<file path="src/rtl/cts_cos_pkg.sv">
package cts_cos_pkg;
  localparam int unsigned STATUS_W  = 8;
  localparam int unsigned FLAG_BIT  = 4;
  localparam int unsigned LVL_BIT   = 0;
  localparam logic [2:0]  FILL_ONES = 3'b111;

  function automatic logic [STATUS_W-1:0] pack_status(input logic flag, input logic lvl);
    pack_status = {3'b000, flag, FILL_ONES, lvl};
  endfunction
endpackage

</file>
<file path="src/rtl/cts_sync.sv">
module cts_sync #(
  parameter int unsigned STAGES = 2
) (
  input  logic clk_i,
  input  logic rst_ni,
  input  logic d_i,
  output logic q_o
);
  logic [STAGES-1:0] chain_q;

  always_ff @(posedge clk_i or negedge rst_ni) begin
    if (!rst_ni) chain_q <= '1;  // idle = negated
    else         chain_q <= {chain_q[STAGES-2:0], d_i};
  end

  assign q_o = chain_q[STAGES-1];
endmodule

</file>
<file path="src/rtl/cts_filter.sv">
module cts_filter #(
  parameter int unsigned FILT_TICKS = 4,
  parameter int unsigned BOOT_TICKS = 2
) (
  input  logic clk_i,
  input  logic rst_ni,
  input  logic tick_i,
  input  logic lvl_i,
  output logic state_o,
  output logic set_req_o
);
  localparam int unsigned CW = $clog2(FILT_TICKS + 1);
  localparam int unsigned BW = $clog2(BOOT_TICKS + 1);

  logic          armed_q;
  logic [BW-1:0] boot_q;
  logic [CW-1:0] cnt_q;
  logic          state_q;
  logic          boot_hit, filt_hit;

  assign boot_hit = !armed_q && tick_i && (boot_q == BW'(BOOT_TICKS - 1));
  assign filt_hit = armed_q && tick_i && (lvl_i != state_q) && (cnt_q == CW'(FILT_TICKS - 1));

  always_ff @(posedge clk_i or negedge rst_ni) begin
    if (!rst_ni) begin
      armed_q <= 1'b0;
      boot_q  <= '0;
      cnt_q   <= '0;
      state_q <= 1'b1;
    end else if (!armed_q) begin
      if (tick_i) begin
        if (boot_hit) begin
          armed_q <= 1'b1;
          state_q <= lvl_i;
        end else begin
          boot_q <= boot_q + 1'b1;
        end
      end
    end else if (lvl_i == state_q) begin
      cnt_q <= '0;  // reload while level matches
    end else if (tick_i) begin
      if (filt_hit) begin
        state_q <= lvl_i;
        cnt_q   <= '0;
      end else begin
        cnt_q <= cnt_q + 1'b1;
      end
    end
  end

  assign state_o   = state_q;
  assign set_req_o = filt_hit || (boot_hit && !lvl_i);
endmodule

</file>
<file path="src/rtl/cos_flag.sv">
module cos_flag (
  input  logic clk_i,
  input  logic rst_ni,
  input  logic set_i,
  input  logic clr_i,
  output logic flag_o
);
  always_ff @(posedge clk_i or negedge rst_ni) begin
    if (!rst_ni) flag_o <= 1'b0;
    else         flag_o <= set_i | (flag_o & ~clr_i);  // set wins
  end
endmodule

</file>
<file path="src/rtl/cts_cos_detector.sv">
module cts_cos_detector
  import cts_cos_pkg::*;
#(
  parameter int unsigned SYNC_STAGES = 2,
  parameter int unsigned FILT_TICKS  = 4,
  parameter int unsigned BOOT_TICKS  = 2
) (
  input  logic                clk_i,
  input  logic                rst_ni,
  input  logic                tick_i,
  input  logic                cts_ni,
  input  logic                rd_i,
  input  logic                irq_en_i,
  input  logic                modem_mode_i,
  output logic [STATUS_W-1:0] status_o,
  output logic                irq_o
);
  logic lvl_sync, state, set_req, flag_set, flag;

  cts_sync #(.STAGES(SYNC_STAGES)) u_sync (
    .clk_i(clk_i), .rst_ni(rst_ni), .d_i(cts_ni), .q_o(lvl_sync)
  );

  cts_filter #(.FILT_TICKS(FILT_TICKS), .BOOT_TICKS(BOOT_TICKS)) u_filt (
    .clk_i(clk_i), .rst_ni(rst_ni), .tick_i(tick_i), .lvl_i(lvl_sync),
    .state_o(state), .set_req_o(set_req)
  );

  assign flag_set = set_req && !modem_mode_i;

  cos_flag u_flag (
    .clk_i(clk_i), .rst_ni(rst_ni), .set_i(flag_set), .clr_i(rd_i), .flag_o(flag)
  );

  assign status_o = pack_status(flag, state);
  assign irq_o    = flag && irq_en_i && !modem_mode_i;
endmodule

</file>
<file path="config.mk">
export PLATFORM = sky130hd
export DESIGN_NAME = cts_cos_detector
export DESIGN_NICKNAME = d
export VERILOG_FILES = /design/src/rtl/cts_cos_pkg.sv /design/src/rtl/cts_sync.sv /design/src/rtl/cts_filter.sv /design/src/rtl/cos_flag.sv /design/src/rtl/cts_cos_detector.sv
export SDC_FILE = /design/constraint.sdc
export NUM_CORES = 1
export LEC_CHECK = 0
export ABC_AREA = 1
export ABC_CLOCK_PERIOD_IN_PS = 1100
export CORE_AREA = 2 2 39 41
export DETAILED_ROUTE_END_ITERATION = 6
export DIE_AREA = 0 0 41 43
export DONT_BUFFER_PORTS = 1
export PLACE_DENSITY = 0.66
export SLEW_MARGIN = 20
export SYNTH_ARGS = -nofsm -noshare
export SYNTH_HDL_FRONTEND = slang
export SYNTH_SLANG_ARGS = --single-unit
export TNS_END_PERCENT = 20
</file>
<file path="constraint.sdc">
create_clock -name clk_i -period 1.1 [get_ports clk_i]
set_input_delay 0 -clock clk_i [delete_from_list [all_inputs] [get_ports clk_i]]
set_output_delay 0 -clock clk_i [all_outputs]
set_load 0.005 [all_outputs]
</file>
==> results of run 1 <==
-- registers in the layout, summed over array words and instances (netlist names) --
name and flops:
u_filt.cnt_q 3, u_sync.chain_q 2, u_filt.armed_q 1, u_filt.boot_q 2, u_filt.state_o 1, u_flag.flag_o 1
-- cell usage after synthesis --
cell type / count
ha_1: 2
buf_4: 8
o21ai_0: 1
a21oi_1: 1
inv_1: 9
conb_1: 2
o21ai_1: 1
nand3_2: 3
dfrtp_1: 7
nor2_1: 3
nand3_1: 5
xnor2_1: 1
nand2_1: 16
dfstp_2: 3
nand2_2: 1
inv_2: 2
nand4_1: 1
-- per-stage QoR --
step	cells	power, mW
finish	90	0.8774
global route	90	0.9326
CTS	89	0.8503
detailed placement	79	0.5426
global placement	79	0.5355
floorplan	70	0.5376
-- worst max path at each step --
stage | from | to | slack (ns)
after floorplan | u_sync.chain_q[1] | u_filt.cnt_q[0] | 0.07
after global placement | u_sync.chain_q[1] | u_filt.cnt_q[1] | 0.01
after detailed placement | u_filt.state_o | u_filt.cnt_q[1] | -0.01
after CTS | u_filt.state_o | u_filt.cnt_q[1] | 0.003
after global routing | u_filt.cnt_q[0] | u_filt.state_o | -0.07
final | u_filt.state_o | u_filt.cnt_q[0] | -0.008
-- worst register-to-register path, delay by kind of cell (launching register included) --
family / cells / cell delay, ns
DFF: 1 / 0.57
and+or+nand+nor: 5 / 0.32
buffers and inverters: 2 / 0.13
-- layout make-up --
class                      instances  area, um2  area share, %
sequential                        10      254.0          38.09
inverter                          11      41.29          6.191
multi-input combinational         41      252.7          37.90
tap                               16      20.02          3.002
timing repair buffer               8      72.57          10.88
clock buffer                       4      26.28          3.940
-- power by group through the flow --
stage	combinational [mW]	sequential (mW)	clock, mW
3_5_place_dp	0.104	0.438	0
2_1_floorplan	0.107	0.431	0
3_3_place_gp	0.0994	0.436	0
4_1_cts	0.147	0.431	0.273
6_report	0.177	0.440	0.261
5_1_grt	0.196	0.444	0.293
-- cells by family (layout without fill, tap and decap cells) --
| logic type | after synthesis | in the layout |
|---|---|---|
| DFF | 10 | 10 |
| xor gates and xnor gates | 1 | 1 |
| buffers and inverters | 19 | 23 |
| and+or+nand+nor | 29 | 29 |
| AOI/OAI and AO/OA | 3 | 3 |
| other | 2 | 6 |
| adders and majority gates | 2 | 2 |
-- timing repair --
item	4_1_cts	5_1_grt
setup buffers	1	1
endpoints found under the hold margin	18	0
resized for setup	1	15
setup endpoints to repair	2	6
hold buffers	5	0
gates cloned	0	0
pin swaps	0	8
-- layer usage --
metal,global-route usage [%],up-vias,wire length (um)
met5,0,-,0
met4,12.00,0,29
met3,2.094,4,41
met2,15.94,19,473
met1,14.24,197,405
li1,-,203,-
==> impl_metrics.py, run 1 <==
metrics = {
    "drt": {
        "drc": 0,
        "ant_nets": 0,
        "vias": 423,
        "avgRoutedWirePerCell_um": 10.56,
        "first_iter_violations": 21,
        "vias_per_cell": 4.700,
        "dr.pass1.iters": 5,
        "routed_wl_um": 950,
    },
    "clock_tree": {
        "clk_latency_ns": 0.26,
        "tritoncts": "yes",
        "cts_inserted_buffers": 3,
        "cts.sinks": 10,
        "root_buffer": "clkbuf_4",
        "cts_buffer_depth": 2,
        "path_clk_slew_ns": 0.07,
        "h-tree-depth": 1,
    },
    "place": {
        "place_area_um2": 533.0,
        "dpl.hpwl_um": 600.1,
        "io_buffers": 0,
        "gp_congestion": 0.7604,
        "dp_slack_ns": -0.01374,
    },
    "sta": {
        "tns_ns": -0.007774,
        "min_period_ns": 1.108,
        "hold_viol_final": 0,
        "maxSlewViolCount": 0,
        "max_freq_mhz": 902.7,
        "worst_hold_slack_ns": 0.03731,
        "worst_slack_ns": -0.007774,
        "period_share_pct": 100.7,
        "fin_skew_ns": 0.008302,
        "setup_viol": 1,
        "rsz0062_at_grt": "true",
    },
    "layout": {
        "fill_cells": 125,
        "final_area_um2": 666.9,
        "most-common-layout-cells": "nand2_1, dfrtp_1, inv_2, conb_1",
        "final_common_cell": "nand2_1",
        "final_nets": 84,
        "synthToLayoutAreaGrowth_pct": 21.14,
        "diodes": 0,
        "final_util_pct": 48.19,
        "drive_gt1_share_pct": 39.19,
    },
    "power": {
        "ir_drop_mv": 0.6734,
        "p_leak_nw": 0.3224,
        "power.density_nw_per_um2": 1316,
        "seqPwrFrac_pct": 50.1,
        "p_sw_share_pct": 28.70,
        "intPower_mw": 0.6256,
        "power_frac_clock_pct": 29.7,
        "power.switching_mw": 0.2518,
        "power_frac_comb_pct": 20.1,
    },
    "worst_setup_path": {
        "cpPeakStageDelay_ns": 0.57,
        "critPathBufInv": 2,
        "worstSetupPathType": "flop to flop",
        "worst-path-max-fanout": 3,
        "cp_num_cells": 7,
        "cp_top_family": "flip-flops",
        "rrSetupSlack_ns": -0.008,
        "cp_cell_sequence": "inv_2 -> nand2_2 -> nand2_2 -> inv_2 -> nand2_2 -> nand3_2 -> nand2_1",
        "crit_path_end_kind": "flop",
        "crit_path_top_delay_cell": "dfstp_2",
        "r2r_start": "u_filt.state_o",
        "crit_top_cell": "nand2_2",
        "worstPathRequired_ns": 1.26,
        "arrival_ns": 1.27,
        "reg2reg_depth": 7,
        "start_kind": "flop",
        "r2r_end": "u_filt.cnt_q[0]",
    },
    "floorplanning": {
        "start_util_pct": 39.78,
        "rows": 14,
        "die_area_um2": 1763,
        "fp.dieW_um": 41,
        "core_area_um2": 1384,
        "io_pins": 16,
        "fp.dieH_um": 43,
    },
    "synthesis": {
        "seq_area_frac_synth_pct": 46.14,
        "synth_xor_area_share_pct": 1.591,
        "ys_warn_count": 0,
        "synth-simple-area-share_pct": 25.23,
        "yosys.area_share.adder_pct": 4.545,
        "synth_top_family_by_area": "simple AND/OR/NAND/NOR gates",
        "netlist_instances": 66,
        "synth_seq_cells": 10,
        "yosys-top-cells-area": "dfrtp_1, dfstp_2, buf_4, nand2_1, inv_1",
        "synth.distinct_cells": 17,
        "syn-cell-area_um2": 550.5,
        "synth_area_leader_cell": "dfrtp_1",
        "syn-mean-instance-area_um2": 8.341,
        "synthMuxAreaShare_pct": 0,
        "synth-compound-area-share_pct": 2.727,
        "synth_top_area_share_pct": 31.82,
    },
    "status": {
        "violations": "setup timing",
        "status": "finished, violations left",
    },
    "global_route": {
        "grt_pass1_wl_um": 1359,
        "grt_antenna_before_repair": 0,
        "grt_usage_pct": 11.73,
        "grt_pass1_vias": 365,
        "grt_max_degree": 11,
        "overflow": 0,
    },
    "hold_path": {
        "min_from": "modem_mode_i",
        "min_path_type": "input pin to output pin",
        "hold_path_depth": 1,
        "hold_path_end": "irq_o",
    },
    "job": {
        "cap_viol_max_count": 0,
    },
}
No activity file was read; power rests on OpenSTA's default activity.
==> run 2, diff against run 1 <==
Settings changed: ABC_CLOCK_PERIOD_IN_PS 1100 to 1400, PLACE_DENSITY 0.66 to 0.64.
Clock period 1.1 ns to 1.4 ns, I/O delays scaled along.
==> run 2 against run 1 <==
  * The run now ends clean
  * Clock skew down 0.0020 ns
  * Register-to-register slack better by 0.27 ns
  * Largest power group unchanged
  * Final cell count down 3.3%
  * Global-route usage down 0.20 points
==> impl_metrics.py, run 2 (synthesis results as in run 1) <==
metrics = {
    "clock_tree": {
        "cts_inserted_buffers": 3,
        "cts_buffer_depth": 2,
        "cts.sinks": 10,
        "clk_latency_ns": 0.26,
        "h-tree-depth": 1,
        "root_buffer": "clkbuf_4",
        "ctsResizeCount": 0,
        "cts_setup_buffers": 0,
        "path_clk_slew_ns": 0.06,
        "tritoncts": "yes",
    },
    "place": {
        "place_area_um2": 525.5,
        "gp_congestion": 0.7052,
        "dpl.hpwl_um": 640.1,
        "io_buffers": 0,
        "dp_slack_ns": 0.2459,
    },
    "power": {
        "p_sw_share_pct": 26.06,
        "power_frac_clock_pct": 31.8,
        "power_frac_comb_pct": 14.0,
        "finalPower_mw": 0.6270,
        "power.switching_mw": 0.1634,
        "p_leak_nw": 0.3133,
        "intPower_mw": 0.4636,
        "seqPwrFrac_pct": 54.2,
        "power.density_nw_per_um2": 1042,
        "ir_drop_mv": 0.5194,
    },
    "worst_setup_path": {
        "start_kind": "flop",
        "arrival_ns": 1.29,
        "worstSetupPathType": "flop to flop",
        "worstPathRequired_ns": 1.55,
        "crit_path_end_kind": "flop",
        "worst-path-max-fanout": 4,
    },
    "sta": {
        "period_share_pct": 80.96,
        "hold_viol_final": 0,
        "tns_ns": 0,
        "setup_viol": 0,
        "fin_skew_ns": 0.006288,
        "min_period_ns": 1.133,
        "rsz0062_at_grt": "false",
        "worst_slack_ns": 0.2666,
        "max_freq_mhz": 882.3,
        "maxSlewViolCount": 0,
    },
    "floorplanning": {
        "fp.dieH_um": 43,
        "io_pins": 16,
        "rows": 14,
        "start_util_pct": 39.78,
        "fp.dieW_um": 41,
        "die_area_um2": 1763,
        "core_area_um2": 1384,
    },
    "drt": {
        "ant_nets": 0,
        "first_iter_violations": 6,
        "vias_per_cell": 4.402,
        "dr.pass1.iters": 4,
        "avgRoutedWirePerCell_um": 9.161,
        "drc": 0,
        "vias": 383,
        "routed_wl_um": 797,
    },
    "layout": {
        "reg_top3": "u_filt.cnt_q: 3 flops, u_filt.boot_q: 2 flops, u_sync.chain_q: 2 flops",
        "final_common_cell": "nand2_1",
        "diodes": 0,
        "final_area_um2": 601.8,
        "largest_reg_flops": 3,
        "largest_register": "u_filt.cnt_q",
        "drive_gt1_share_pct": 16.90,
        "synthToLayoutAreaGrowth_pct": 9.318,
        "most-common-layout-cells": "nand2_1, inv_1, dfrtp_1",
        "final_nets": 81,
    },
    "global_route": {
        "grt_pass1_vias": 381,
        "grt_pass1_wl_um": 1400,
        "grt_max_degree": 11,
        "grt_antenna_before_repair": 0,
        "overflow": 0,
        "grt_usage_pct": 11.53,
    },
    "status": {
        "status": "finished clean",
    },
    "hold_path": {
        "min_path_type": "input pin to flop",
    },
    "job": {
        "cap_viol_max_count": 0,
    },
}
-- run 2: cell types whose count changed in the layout (fill, tap and decap cells not counted), moves of 2 or more --
cell and change:
nor2_1 +2, ha_2 -2, nand3_1 +2, ha_1 +2, inv_1 +4, buf_4 -3, nand2_1 +4, inv_2 -4
nand2_2 -4
-- run 2: area by class of cell --
class | instances | area [um2]
Timing Repair Buffer | 5 | 50.05
Clock buffer | 4 | 26.28
Tap cell | 16 | 20.02
Fill cell | 149 | 782.0
Inverter | 11 | 41.29
Sequential cell | 10 | 254.0
Multi-Input combinational cell | 41 | 210.2
-- run 2: worst max-delay path, cell delays in order (launching register included) --
cell and delay (ns):
dfstp_2 0.56, inv_1 0.05, nand2_1 0.05, nand2_1 0.07, inv_1 0.10, nand2_1 0.08
nand3_1 0.07, nand2_1 0.06
-- run 2: per-layer routing --
layer  track usage, %  up-vias  part of all wire (%)  routed length, um
met4            6.000        0                   1.9                 15
met5                0        -                     0                  0
li1                 -      198                     -                  -
met3            2.094        2                   6.3                 50
met2            18.13       12                    47                376
met1            14.24      171                    44                354
-- run 2: what timing repair did --
action | CTS | global route
endpoints found under the hold margin | 18 | 0
setup endpoints to repair | 0 | 0
hold buffers | 5 | 0
-- run 2: power groups by stage --
| stage | Clock [mW] | Combinational [mW] | Sequential (mW) |
|---|---|---|---|
| global placement | 0 | 0.0672 | 0.344 |
| global route | 0.215 | 0.106 | 0.344 |
| finish | 0.200 | 0.0876 | 0.340 |
| CTS | 0.208 | 0.0903 | 0.340 |
| detailed placement | 0 | 0.0723 | 0.346 |
| floorplan | 0 | 0.0841 | 0.338 |
-- run 2: path summary, 6_finish.rpt --
check | slack, ns | cells after the start | start | to
setup / recovery | 0.27 | 7 | u_filt.state_o | u_filt.cnt_q[1]
hold / removal | 0.01 | 4 | tick_i | u_flag.flag_o
setup reg to reg | 0.27 | 7 | u_filt.state_o | u_filt.cnt_q[1]
hold reg to reg | 0.36 | 0 | u_sync.chain_q[0] | u_sync.chain_q[1]
max in group asynchronous | 0.95 | 1 | rst_ni | u_filt.state_o
min in group asynchronous | 0.11 | 1 | rst_ni | u_filt.cnt_q[0]
-- run 2: stage by stage --
stage / hold slack (ns) / std cells / util (%)
after floorplan: -0.2956 / 70 / -
after global placement: -0.2953 / 78 / 37.97
after detailed placement: -0.2953 / 78 / 37.97
after CTS: 0.003471 / 87 / 43.49
after global routing: 0.02076 / 87 / 43.49
final: 0.01237 / 87 / 43.49
